$ cat config.mk
export PLATFORM = sky130hd
export DESIGN_NAME = fuse_burn_seq
export DESIGN_NICKNAME = d
export VERILOG_FILES = /design/src/rtl/fuse_burn_seq.sv
export SDC_FILE = /design/constraint.sdc
export NUM_CORES = 1
export LEC_CHECK = 0
export ABC_CLOCK_PERIOD_IN_PS = 5100
export BUFFER_PORTS_ARGS = -buffer_cell sky130_fd_sc_hd__clkbuf_2
export CAP_MARGIN = 15
export CORE_ASPECT_RATIO = 0.8
export CORE_MARGIN = 5
export CORE_UTILIZATION = 60
export DETAILED_ROUTE_END_ITERATION = 16
export PLACE_DENSITY = 0.85
export SETUP_SLACK_MARGIN = 0.1
export SYNTH_ARGS = -nofsm -noshare
export SYNTH_HDL_FRONTEND = slang
export SYNTH_SLANG_ARGS = --single-unit
$ cat constraint.sdc
create_clock -name clk -period 5.1 [get_ports clk]
set_input_delay 1.53 -clock clk [delete_from_list [all_inputs] [get_ports clk]]
set_output_delay 1.53 -clock clk [all_outputs]
set_load 0.1 [all_outputs]
$ cat src/rtl/fuse_burn_seq.sv
module fuse_burn_seq #(
  parameter int ADDR_W    = 8,
  parameter int DATA_W    = 4,
  parameter int CLK_KHZ   = 200000,
  parameter int SETTLE_US = 10,
  parameter int PULSE_US  = 1500,
  parameter int REST_US   = 4000,
  parameter int MAX_RETRY = 3,
  localparam int BIT_W    = (DATA_W > 1) ? $clog2(DATA_W) : 1
) (
  input  logic              clk,
  input  logic              rst_n,
  input  logic              start,
  input  logic [DATA_W-1:0] tgt_data,
  input  logic [DATA_W-1:0] sense,
  output logic [ADDR_W-1:0] prom_addr,
  output logic [1:0]        supply,
  output logic              ce1_prog,
  output logic              ce2_level,
  output logic [DATA_W-1:0] fuse_en,
  output logic              busy,
  output logic              done,
  output logic              fail,
  output logic [ADDR_W-1:0] fail_addr,
  output logic [BIT_W-1:0]  fail_bit
);
  localparam int SETTLE_RAW = (CLK_KHZ * SETTLE_US) / 1000;
  localparam int PULSE_RAW  = (CLK_KHZ * PULSE_US) / 1000;
  localparam int REST_RAW   = (CLK_KHZ * REST_US) / 1000;
  localparam int SETTLE_CYC = (SETTLE_RAW < 1) ? 1 : SETTLE_RAW;
  localparam int PULSE_CYC  = (PULSE_RAW < 1) ? 1 : PULSE_RAW;
  localparam int REST_CYC   = (REST_RAW < 1) ? 1 : REST_RAW;
  localparam int MAX_A      = (SETTLE_CYC > PULSE_CYC) ? SETTLE_CYC : PULSE_CYC;
  localparam int MAX_CYC    = (MAX_A > REST_CYC) ? MAX_A : REST_CYC;
  localparam int CNT_W      = $clog2(MAX_CYC + 1);
  localparam int TRY_W      = (MAX_RETRY > 0) ? $clog2(MAX_RETRY + 1) : 1;

  localparam logic [1:0] SUP_OFF = 2'd0, SUP_VHI = 2'd1, SUP_VLO = 2'd2, SUP_PRG = 2'd3;

  if (PULSE_US < 1000 || PULSE_US > 2000) begin : g_pulse_out_of_range
    $error("fuse_burn_seq: PULSE_US must lie within 1000..2000");
  end
  if (REST_US < 2 * PULSE_US) begin : g_rest_too_short
    $error("fuse_burn_seq: REST_US must be at least twice PULSE_US");
  end

  typedef enum logic [3:0] {
    ST_IDLE, ST_SCAN, ST_SETUP, ST_ARM, ST_FUSE, ST_HOLD,
    ST_VHI, ST_VLO, ST_REST, ST_DONE, ST_FAIL
  } state_t;

  state_t             st;
  logic [CNT_W-1:0]   cnt, dur;
  logic [ADDR_W-1:0]  addr;
  logic [BIT_W-1:0]   bit_idx;
  logic [TRY_W-1:0]   tries;
  logic               redo, adv;

  always_comb begin
    unique case (st)
      ST_SETUP, ST_ARM, ST_HOLD, ST_VHI, ST_VLO: dur = CNT_W'(SETTLE_CYC);
      ST_FUSE:                                  dur = CNT_W'(PULSE_CYC);
      ST_REST:                                  dur = CNT_W'(REST_CYC);
      default:                                  dur = CNT_W'(1);
    endcase
  end

  wire last      = (cnt == dur - 1'b1);
  wire last_bit  = (bit_idx == BIT_W'(DATA_W - 1));
  wire last_addr = (addr == {ADDR_W{1'b1}});
  wire seen      = sense[bit_idx];
  wire out_of_tries = (tries == TRY_W'(MAX_RETRY));

  always_ff @(posedge clk or negedge rst_n) begin
    if (!rst_n) begin
      st        <= ST_IDLE;
      cnt       <= '0;
      addr      <= '0;
      bit_idx   <= '0;
      tries     <= '0;
      redo      <= 1'b0;
      adv       <= 1'b0;
      fail_addr <= '0;
      fail_bit  <= '0;
    end else begin
      cnt <= cnt + 1'b1;
      unique case (st)
        ST_IDLE, ST_DONE, ST_FAIL: begin
          cnt <= '0;
          if (start) begin
            st      <= ST_SCAN;
            addr    <= '0;
            bit_idx <= '0;
            adv     <= 1'b0;
          end
        end
        ST_SCAN: begin
          cnt <= '0;
          if (adv) begin
            adv <= 1'b0;
            if (last_bit) begin
              bit_idx <= '0;
              if (last_addr) st <= ST_DONE;
              else           addr <= addr + 1'b1;
            end else begin
              bit_idx <= bit_idx + 1'b1;
            end
          end else if (tgt_data[bit_idx]) begin
            st    <= ST_SETUP;
            tries <= '0;
          end else begin
            adv <= 1'b1;
          end
        end
        ST_SETUP: if (last) begin st <= ST_ARM;  cnt <= '0; end
        ST_ARM:   if (last) begin st <= ST_FUSE; cnt <= '0; end
        ST_FUSE:  if (last) begin st <= ST_HOLD; cnt <= '0; end
        ST_HOLD:  if (last) begin st <= ST_VHI;  cnt <= '0; end
        ST_VHI, ST_VLO: if (last) begin
          cnt <= '0;
          if (seen && st == ST_VHI) begin
            st <= ST_VLO;
          end else if (seen) begin
            st   <= ST_REST;
            redo <= 1'b0;
          end else if (out_of_tries) begin
            st        <= ST_FAIL;
            fail_addr <= addr;
            fail_bit  <= bit_idx;
          end else begin
            st    <= ST_REST;
            redo  <= 1'b1;
            tries <= tries + 1'b1;
          end
        end
        ST_REST: if (last) begin
          cnt <= '0;
          if (redo) st <= ST_SETUP;
          else begin
            st  <= ST_SCAN;
            adv <= 1'b1;
          end
        end
        default: st <= ST_IDLE;
      endcase
    end
  end

  assign prom_addr = addr;
  assign ce2_level = 1'b0;
  assign ce1_prog  = (st == ST_ARM) || (st == ST_FUSE) || (st == ST_HOLD);
  assign fuse_en   = (st == ST_FUSE) ? ({{(DATA_W-1){1'b0}}, 1'b1} << bit_idx) : '0;
  assign supply    = (st == ST_SETUP || ce1_prog) ? SUP_PRG :
                     (st == ST_VHI) ? SUP_VHI :
                     (st == ST_VLO) ? SUP_VLO : SUP_OFF;
  assign busy      = !(st == ST_IDLE || st == ST_DONE || st == ST_FAIL);
  assign done      = (st == ST_DONE);
  assign fail      = (st == ST_FAIL);
endmodule


**Word level (Yosys, flattened, before mapping)**

Cells that the tools add are included.

- Add/sub/neg operators: 5
- Order comparisons: 1
- Equal/unequal tests: 34
- Shift operators: 1
- Mux-type cells: 51
- Bitwise logic cells: 2
- Reductions and logical operators: 23

Operators by type and width:

| cell | count |
|---|---|
| 20-bit one-hot mux with 3 select lines | 1 |
| 4-bit 2-to-1 mux | 13 |
| 20-bit one-hot mux with 2 select lines | 1 |
| 2-bit != test (second input constant) | 17 |
| 8-bit 2-to-1 mux | 4 |
| 4-bit one-hot mux with 8 select lines | 1 |
| 2-bit 2-to-1 mux | 15 |
| 20-bit by 1-bit adder with 20-bit output (second input constant) | 1 |
| 20-bit == test | 1 |
| 20-bit 2-to-1 mux | 1 |
| 20-bit by 1-bit subtractor with 20-bit output (second input constant) | 1 |
| 4-bit by 3-bit == test with 1-bit output (second input constant) | 4 |
| 8-bit one-hot mux with 2 select lines | 1 |
| 4-bit == test (second input constant) | 3 |
| 10-bit AND reduction | 1 |
| 5-bit AND reduction | 2 |
| 1-bit 2-to-1 mux | 9 |
| 3-bit != test (second input constant) | 3 |
| 8-bit by 1-bit adder with 8-bit output (second input constant) | 1 |
| 4-bit by 2-bit == test with 1-bit output (second input constant) | 2 |
| 8-bit == test (second input constant) | 1 |
| 2-bit one-hot mux with 2 select lines | 2 |
| 4-bit AND reduction | 2 |
| 7-bit AND reduction | 1 |
| other kinds (20) | 29 |

- Bits in registers: 48
- Logic and storage cells: 126

**Depth between registers and ports, before layout**

Gate-level depths: netlist of the first run.

- Depth in word-level cells: 7
- Mapped depth: 9

**Worst setup path after synthesis of the first run**

Ideal clock, no wire load.

- Kind: reg2out
- Start: reg st[0]
- End: out done
- Arrival: 4088 ps
- Required time: 3570 ps
- Setup slack: -518 ps
- Stages on the path, launching flop included: 4
- Cells stage by stage: dfrtp_1 > clkbuf_1 > clkbuf_1 > nor4b_1

- Word-level cells in the longest chain between the ends: 1

Ends and longest elaborated chain:

| item | RTL line | RTL |
|---|---|---|
| from (decl) | 52 | `state_t st;` |
| from (signal assigned) | 76 | `st <= ST_IDLE;` |
| from (signal assigned) | 91 | `st <= ST_SCAN;` |
| from (signal assigned) | 103 | `if (last_addr) st <= ST_DONE;` |
| 4-bit == test | 157 | `assign done = (st == ST_DONE);` |
| to (decl) | 22 | `output logic done,` |

No other way between the ends.

**Final worst setup path of the first run**

- Start: reg st[1]
- End: out fuse_en[0]

- Word-level cells in the longest chain between the ends: 2

Ends and longest elaborated chain:

| item | RTL line | RTL |
|---|---|---|
| 4-bit by 3-bit == test with 1-bit output | 152 | `assign fuse_en = (st == ST_FUSE) ? ({{(DATA_W-1){1'b0}}, 1'b1} << bit_idx) : '0;` |
| 4-bit 2-to-1 mux | 152 |  |
| to (decl) | 20 | `output logic [DATA_W-1:0] fuse_en,` |

No other way between the ends.

==> impl_metrics.csv, run 1 <==
group,metric,value,unit
pwr,switching_share,22.0,%
detailed_routing,drc,0,
synthesis,synth.area.mux_share,9.16,%
placement,dp_slack,1.44,ns
synthesis,synth_top_area_cell,"dfrtp_1",
pwr,internal_power,479,uW
grt,grt_overflow,0,
clock_tree,post_cts_buffers,0,
final_layout,stdcell_count,397,
sta,hold_viol,0,
pwr,clockPowerShare,34.9,%
synthesis,synthXorXnorAreaFrac,7.75,%
final_layout,multi_input_area,1620,um2
sta,relSlewSlack,44.6,%
flow_run,drv_cap,0,
clock_tree,cts_tree,"done",
sta,period_share,78.7,%
final_layout,finalInstanceArea,3210,um2
die,start_util,63.1,%
die,die_h,72.6,um
placement,place_hpwl,4.76,mm
detailed_routing,routedWlPerCell,16.6,um
sta,rsz0062_at_grt,"false",
sta,tightest_slew,0.820,ns
final_layout,fillers,364,
clock_tree,clk_path_buf_depth,2,
run_status,status,"finished clean",
synthesis,ys_seq_elements,48,
synthesis,synth_top_area_share,40.9,%
critical_path,end_kind,"output port",
detailed_routing,first_pass_iters,4,
grt,antenna_found_initial,0,
detailed_routing,vias,2394,
synthesis,synth_cell_types,56,
synthesis,synthArstFlopShare,100,%
synthesis,synth_ff_type,"dfrtp_1",
synthesis,synth.avg_cell_area,9.53,um2
synthesis,syn_area,2940,um2
pwr,switching_power,135,uW
placement,place_congestion,0.878,
synthesis,synthTopCellsByArea,"dfrtp_1, xor2_1, nor2_1",
die,core,4650,um2
critical_path,crit_fanout,25,
sta,skew,0.00489,ns
detailed_routing,wl,6.58,mm
final_layout,num_antenna_cells,0,
critical_path,worstRegToRegCells,6,
die,die_area,6400,um2
sta,slew_violations,0,
critical_path,crit_path_top_delay_cell,"nor4b_1",
placement,dp_cells,390,
synthesis,synth_compound_area_share,10.6,%
final_layout,post-route-util,69.0,%
sta,min_period,4.01,ns
hold_path,hold_depth,1,
pwr,p_per_area,191,nW/um2
pwr,p_total,613,uW
sta,fin_hold_ws,0.490,ns
final_layout,drive_gt1_share,19.3,%
synthesis,yosysWarnings,0,
pwr,p_leak,1.54,nW
synthesis,synth_fa_ha_area_share,2.98,%
critical_path,critPathLaunchType,"flip-flop",
clock_tree,clkLatencyLatePin,0.30,ns
placement,placed_cell_area,3130,um2
die,die_w,88.2,um
sta,tns,0,ns
synthesis,synth_nets,326,
detailed_routing,vias_per_cell,6.03,
critical_path,path_class,"flip-flop to output port",
placement,port_buffers,38,
synthesis,yosysSeqAreaShare,40.9,%
synthesis,synthCells,308,
final_layout,nNetsFinal,355,
grt,grt_pass1_vias,2302,
clock_tree,cts_made_buffers,5,
synthesis,synth_top_family_by_area,"simple AND/OR/NAND/NOR gates",
die,pin_count,40,
clock_tree,path_clk_slew,0.08,ns
synthesis,synthSimpleGateAreaFrac,24.3,%
synthesis,synth_edf_count,0,
detailed_routing,antenna_left,0,
grt,grt_start_max_net_pins,49,
grt,grtUsageTotal,22.2,%
sta,finalSetupViolCount,0,
clock_tree,cts_max_level,2,
critical_path,worst_ep_arrival_time,2.48,ns
final_layout,syn_to_final_growth,9.25,%
clock_tree,ctsHoldBuffers,0,
clock_tree,cts_num_sinks,48,
final_layout,seqCellArea,1200,um2
detailed_routing,drt_iter0_markers,251,
clock_tree,cts_resized,0,
grt,grt_pass1_wl,11.1,mm
critical_path,critical-path-max-stage-delay,0.83,ns
critical_path,crit_chain,"nor4b_1 -> and2_1 -> clkbuf_2",
pwr,seqPwrFrac,62.0,%
sta,setup_ws,1.09,ns
sta,fmaxAchievable,0.249,GHz
hold_path,worstHoldPathType,"flip-flop to flip-flop",
critical_path,required,3.57,ns
pwr,ir_drop,115,uV
clock_tree,cts-root-buf,"clkbuf_8",
pwr,power_frac_comb,3.1,%
die,rows,22,
routing by layer:
metal | wire length (um) | share of wire (%) | vias up | track usage (%)
met1 | 3100 | 47 | 1149 | 34.6
met3 | 511 | 7.8 | 7 | 4.63
met4 | 48 | 0.73 | 0 | 6.21
met5 | 0 | 0 | - | 0
li1 | - | - | 1153 | -
met2 | 2910 | 44 | 85 | 31.0
layout make-up:
class	count	area share, %
repair buffers	40	6.40
well taps	60	2.34
clock inverters	1	0.156
flip-flops and latches	48	37.4
clock buffers	6	2.26
inverters	8	0.936
multi-input cells	234	50.5
cells in the mapped netlist (all sizes together), types with 3 or more instances:
cell / number
nand3: 11
nor4b: 4
and2: 4
clkbuf: 12
mux2i: 4
a22o: 3
o21ai: 4
o31ai: 3
xor2: 20
and4: 4
buf: 6
nand2: 24
or3: 6
o21bai: 3
dfrtp: 48
nand4b: 5
nor3: 8
mux2: 13
and3: 5
ha: 7
xnor2: 6
nand2b: 5
nand4: 7
nor2b: 3
a31oi: 3
nor2: 41
a21oi: 12
inv: 7
cell families (layout without fill, tap and decap cells):
kind of cell | Yosys count | count (layout)
simple gates | 136 | 136
flops | 48 | 48
other cells | 1 | 1
mux | 19 | 19
fa+ha+maj | 7 | 7
buf+inv | 26 | 55
compound gates | 45 | 45
xor+xnor | 26 | 26
power by group through the flow:
stage                     Clock, mW  Combinational [mW]  Sequential [mW]
final                         0.214              0.0190            0.380
after global routing          0.233              0.0219            0.380
after CTS                     0.216              0.0198            0.380
after detailed placement          0              0.0198            0.388
after global placement            0              0.0192            0.388
after floorplan                   0             0.00705            0.388
final timing paths:
kind	from	end	slack, ns
max	st[1]	fuse_en[0]	1.09
min	tries[0]	tries[0]	0.49
max reg2reg	st[1]	fail_addr[2]	1.39
min reg2reg	tries[0]	tries[0]	0.49
max in group asynchronous	rst_n	fail_addr[5]	3.40
min in group asynchronous	rst_n	cnt[11]	1.30
state kept, by name, summed over array words and instances, names as in the netlist:
| register | count |
|---|---|
| fail_bit | 2 |
| st | 4 |
| tries | 2 |
| prom_addr | 8 |
| fail_addr | 8 |
| bit_idx | 2 |
| cnt | 20 |
| adv | 1 |
| redo | 1 |
cells in the final DEF, fill, tap and decap left out, types with 6 or more instances in the layout:
cell and count:
inv_1 7, nand2_1 24, mux2_4 10, dfrtp_1 48, a21oi_1 12, xnor2_1 6, nor3_1 8, nand4_1 7
xor2_1 20, or3_1 6, nor2_1 41, ha_1 7, clkbuf_2 38, nand3_1 11
worst max-delay path: cells and delay by family, from the launching register on:
kind | cells | cell delay [ns]
simple gates | 2 | 1.06
flops | 1 | 0.66
buf+inv | 1 | 0.45
Power figures use the tool's default switching activity.
==> run 2, diff against run 1 <==
--- a/config.mk
+++ b/config.mk
@@ -5,14 +5,15 @@
 export SDC_FILE = /design/constraint.sdc
 export NUM_CORES = 1
 export LEC_CHECK = 0
-export ABC_CLOCK_PERIOD_IN_PS = 5100
+export ABC_AREA = 1
+export ABC_CLOCK_PERIOD_IN_PS = 3700
 export BUFFER_PORTS_ARGS = -buffer_cell sky130_fd_sc_hd__clkbuf_2
 export CAP_MARGIN = 15
 export CORE_ASPECT_RATIO = 0.8
 export CORE_MARGIN = 5
-export CORE_UTILIZATION = 60
+export CORE_UTILIZATION = 59
 export DETAILED_ROUTE_END_ITERATION = 16
-export PLACE_DENSITY = 0.85
+export PLACE_DENSITY = 0.83
 export SETUP_SLACK_MARGIN = 0.1
 export SYNTH_ARGS = -nofsm -noshare
 export SYNTH_HDL_FRONTEND = slang
==> constraint.sdc (replaced) <==
create_clock -name clk -period 3.7 [get_ports clk]
set_input_delay 1.11 -clock clk [delete_from_list [all_inputs] [get_ports clk]]
set_output_delay 1.11 -clock clk [all_outputs]
set_load 0.1 [all_outputs]
==> run 2 against run 1 <==
Sequential share of layout area down 3.4 points. Non-clock buffer count down 1. Cell area up 9.9%. Routed wire length up 19%. Flip-flop and latch count unchanged. Synthesized cell count up 49%. Worst setup slack worse by 0.57 ns. Synthesized area up 9.9%. Core utilization down 3.4 points. Clock-buffer cell count unchanged. Total power rose to 4.5 times the previous value. Register-to-register slack worse by 0.24 ns. Critical endpoint is now supply[1]. Highest routed layer unchanged.
==> impl_metrics.csv, run 2 <==
group,metric,value,unit
synthesis,synth.avg_cell_area,7.03,um2
synthesis,synthArstFlopShare,100,%
clock_tree,cts_max_level,2,
placement,place_hpwl,6.02,mm
grt,grtUsageTotal,23.3,%
clock_tree,cts_made_buffers,5,
sta,tns,0,ns
synthesis,syn_area,3230,um2
die,start_util,60.1,%
critical_path,critical-path-max-stage-delay,0.47,ns
clock_tree,cts_resized,0,
grt,grt_start_max_net_pins,30,
synthesis,synth_top_area_cell,"dfrtp_1",
clock_tree,clk_path_buf_depth,2,
hold_path,worstHoldPathType,"flip-flop to flip-flop",
synthesis,synthTopCellsByCount,"nand2_1, inv_1, dfrtp_1",
pwr,p_total,2.74,mW
critical_path,path_class,"flip-flop to output port",
sta,slew_violations,0,
synthesis,ys_seq_elements,48,
synthesis,synth_nets,477,
synthesis,synthCells,459,
detailed_routing,drt_iter0_markers,297,
synthesis,synth_ff_type,"dfrtp_1",
pwr,p_leak,1.80,nW
final_layout,final_cell_mix,"nand2_1, inv_1, dfrtp_1, nor2_1, clkbuf_2",
critical_path,end_kind,"output port",
hold_path,min-delay-start,"tries[1]",
die,core,5380,um2
detailed_routing,vias_per_cell,5.58,
final_layout,syn_to_final_growth,9.19,%
detailed_routing,routedWlPerCell,14.0,um
sta,setup_ws,0.517,ns
synthesis,yosysSeqAreaShare,37.2,%
sta,fin_hold_ws,0.494,ns
pwr,ir_drop,793,uV
synthesis,synth_edf_count,0,
die,rows,24,
critical_path,worst_ep_arrival_time,2.07,ns
clock_tree,cts_tree,"done",
sta,relSlewSlack,50.0,%
grt,grt_overflow,0,
die,die_w,92.7,um
final_layout,fillers,469,
placement,placed_cell_area,3430,um2
grt,grt_pass1_wl,13.4,mm
detailed_routing,drc,0,
critical_path,required,2.59,ns
run_status,status,"finished clean",
final_layout,drive_gt1_share,15.2,%
critical_path,cp_common_cell,"inv_1",
final_layout,nNetsFinal,512,
critical_path,crit_fanout,7,
sta,rsz0062_at_grt,"false",
final_layout,num_antenna_cells,0,
final_layout,final_common_cell,"nand2_1",
placement,dp_slack,0.855,ns
flow_run,drv_cap,0,
clock_tree,ctsHoldBuffers,0,
grt,antenna_found_initial,0,
grt,grt_pass1_vias,2788,
critical_path,crit_path_top_delay_cell,"clkbuf_2",
synthesis,yosysWarnings,0,
die,pin_count,40,
critical_path,reg2reg_from,"st[1]",
synthesis,synth_cell_types,36,
clock_tree,cts-root-buf,"clkbuf_8",
detailed_routing,antenna_left,0,
die,die_h,76.2,um
sta,skew,0.00512,ns
sta,hold_viol,0,
final_layout,finalInstanceArea,3520,um2
detailed_routing,vias,3126,
sta,tightest_slew,0.742,ns
final_layout,top_register,"cnt",
clock_tree,post_cts_buffers,0,
final_layout,largest_reg_flops,20,
clock_tree,path_clk_slew,0.08,ns
placement,port_buffers,38,
die,die_area,7060,um2
placement,dp_cells,552,
synthesis,synth_most_common_cell,"nand2_1",
clock_tree,cts_num_sinks,48,
critical_path,cp-startpoint,"st[2]",
final_layout,stdcell_count,560,
placement,place_congestion,0.937,
sta,fmaxAchievable,0.314,GHz
final_layout,post-route-util,65.6,%
detailed_routing,first_pass_iters,6,
synthesis,synthTopCellsByArea,"dfrtp_1, nand2_1, inv_1",
sta,finalSetupViolCount,0,
sta,min_period,3.18,ns
synthesis,synth_top_area_share,37.2,%
sta,period_share,86.0,%
detailed_routing,wl,7.81,mm
critical_path,critPathLaunchType,"flip-flop",
clock_tree,clkLatencyLatePin,0.30,ns
pwr,p_per_area,777,nW/um2
critical_path,crit_chain,"inv_1 -> nor2_4 -> inv_1 -> nor2_2 -> inv_1 -> o21bai_1 -> clkbuf_2",
==> run 2: changes by cell type after synthesis, sizes merged, moves of 14 or more <==
cell   previous run  this run
nand4             7        25
nand3            11        35
nand2            24       126
a21oi            12        26
o21ai             4        22
inv               7        72
==> run 2: cell families (layout without fill, tap and decap cells) <==
| kind of cell | Yosys count | count (layout) | synth area share, % |
|---|---|---|---|
| AO/OA/AOI/OAI | 53 | 53 | 8.68 |
| XOR/XNOR | 15 | 15 | 4.07 |
| adder cells (fa/ha/maj) | 7 | 7 | 2.71 |
| buffers and inverters | 84 | 120 | 10.8 |
| flip-flops | 48 | 48 | 37.2 |
| other | 1 | 1 | 0.116 |
| AND/OR/NAND/NOR | 251 | 251 | 36.4 |
==> run 2: area by class of cell <==
type                       count  area (um2)  share of cell area, %
multi-input combinational    327        1680                   47.6
sequential                    48        1200                   34.1
inverter                      73         274                   7.77
timing repair buffer          39         198                   5.61
clock buffer                   6        82.6                   2.34
tap                           65        81.3                   2.31
clock inverter                 2        10.0                  0.284
==> run 2: path summary, 6_finish.rpt <==
path	endpoint	slack [ns]	depth (start not counted)
hold / removal	tries[1]	0.49	2
setup / recovery	supply[1]	0.52	7
max in group asynchronous	redo	2.11	2
min in group asynchronous	cnt[0]	0.84	1
hold reg to reg	tries[1]	0.49	2
setup reg to reg	st[2]	1.15	12
==> run 2: worst max-delay path, delay by kind of cell (launching register included) <==
family	cells	cell delay [ns]
AOI/OAI and AO/OA	1	0.15
buffers and inverters	4	0.81
DFF	1	0.46
and+or+nand+nor	2	0.36
==> run 2: metal layers <==
layer  GRT usage [%]  vias to the layer above  wire length (um)
li1                -                     1540                 -
met1            36.9                     1431              3800
met5               0                        -                 0
met2            33.1                      142              3330
met3            4.15                       13               602
met4            4.98                        0                84
==> run 2: power by group <==
group / total, mW / internal [mW] / switching (mW)
clock: 0.320 / 0.149 / 0.171
combinational: 1.73 / 0.379 / 1.35
sequential: 0.692 / 0.595 / 0.0977
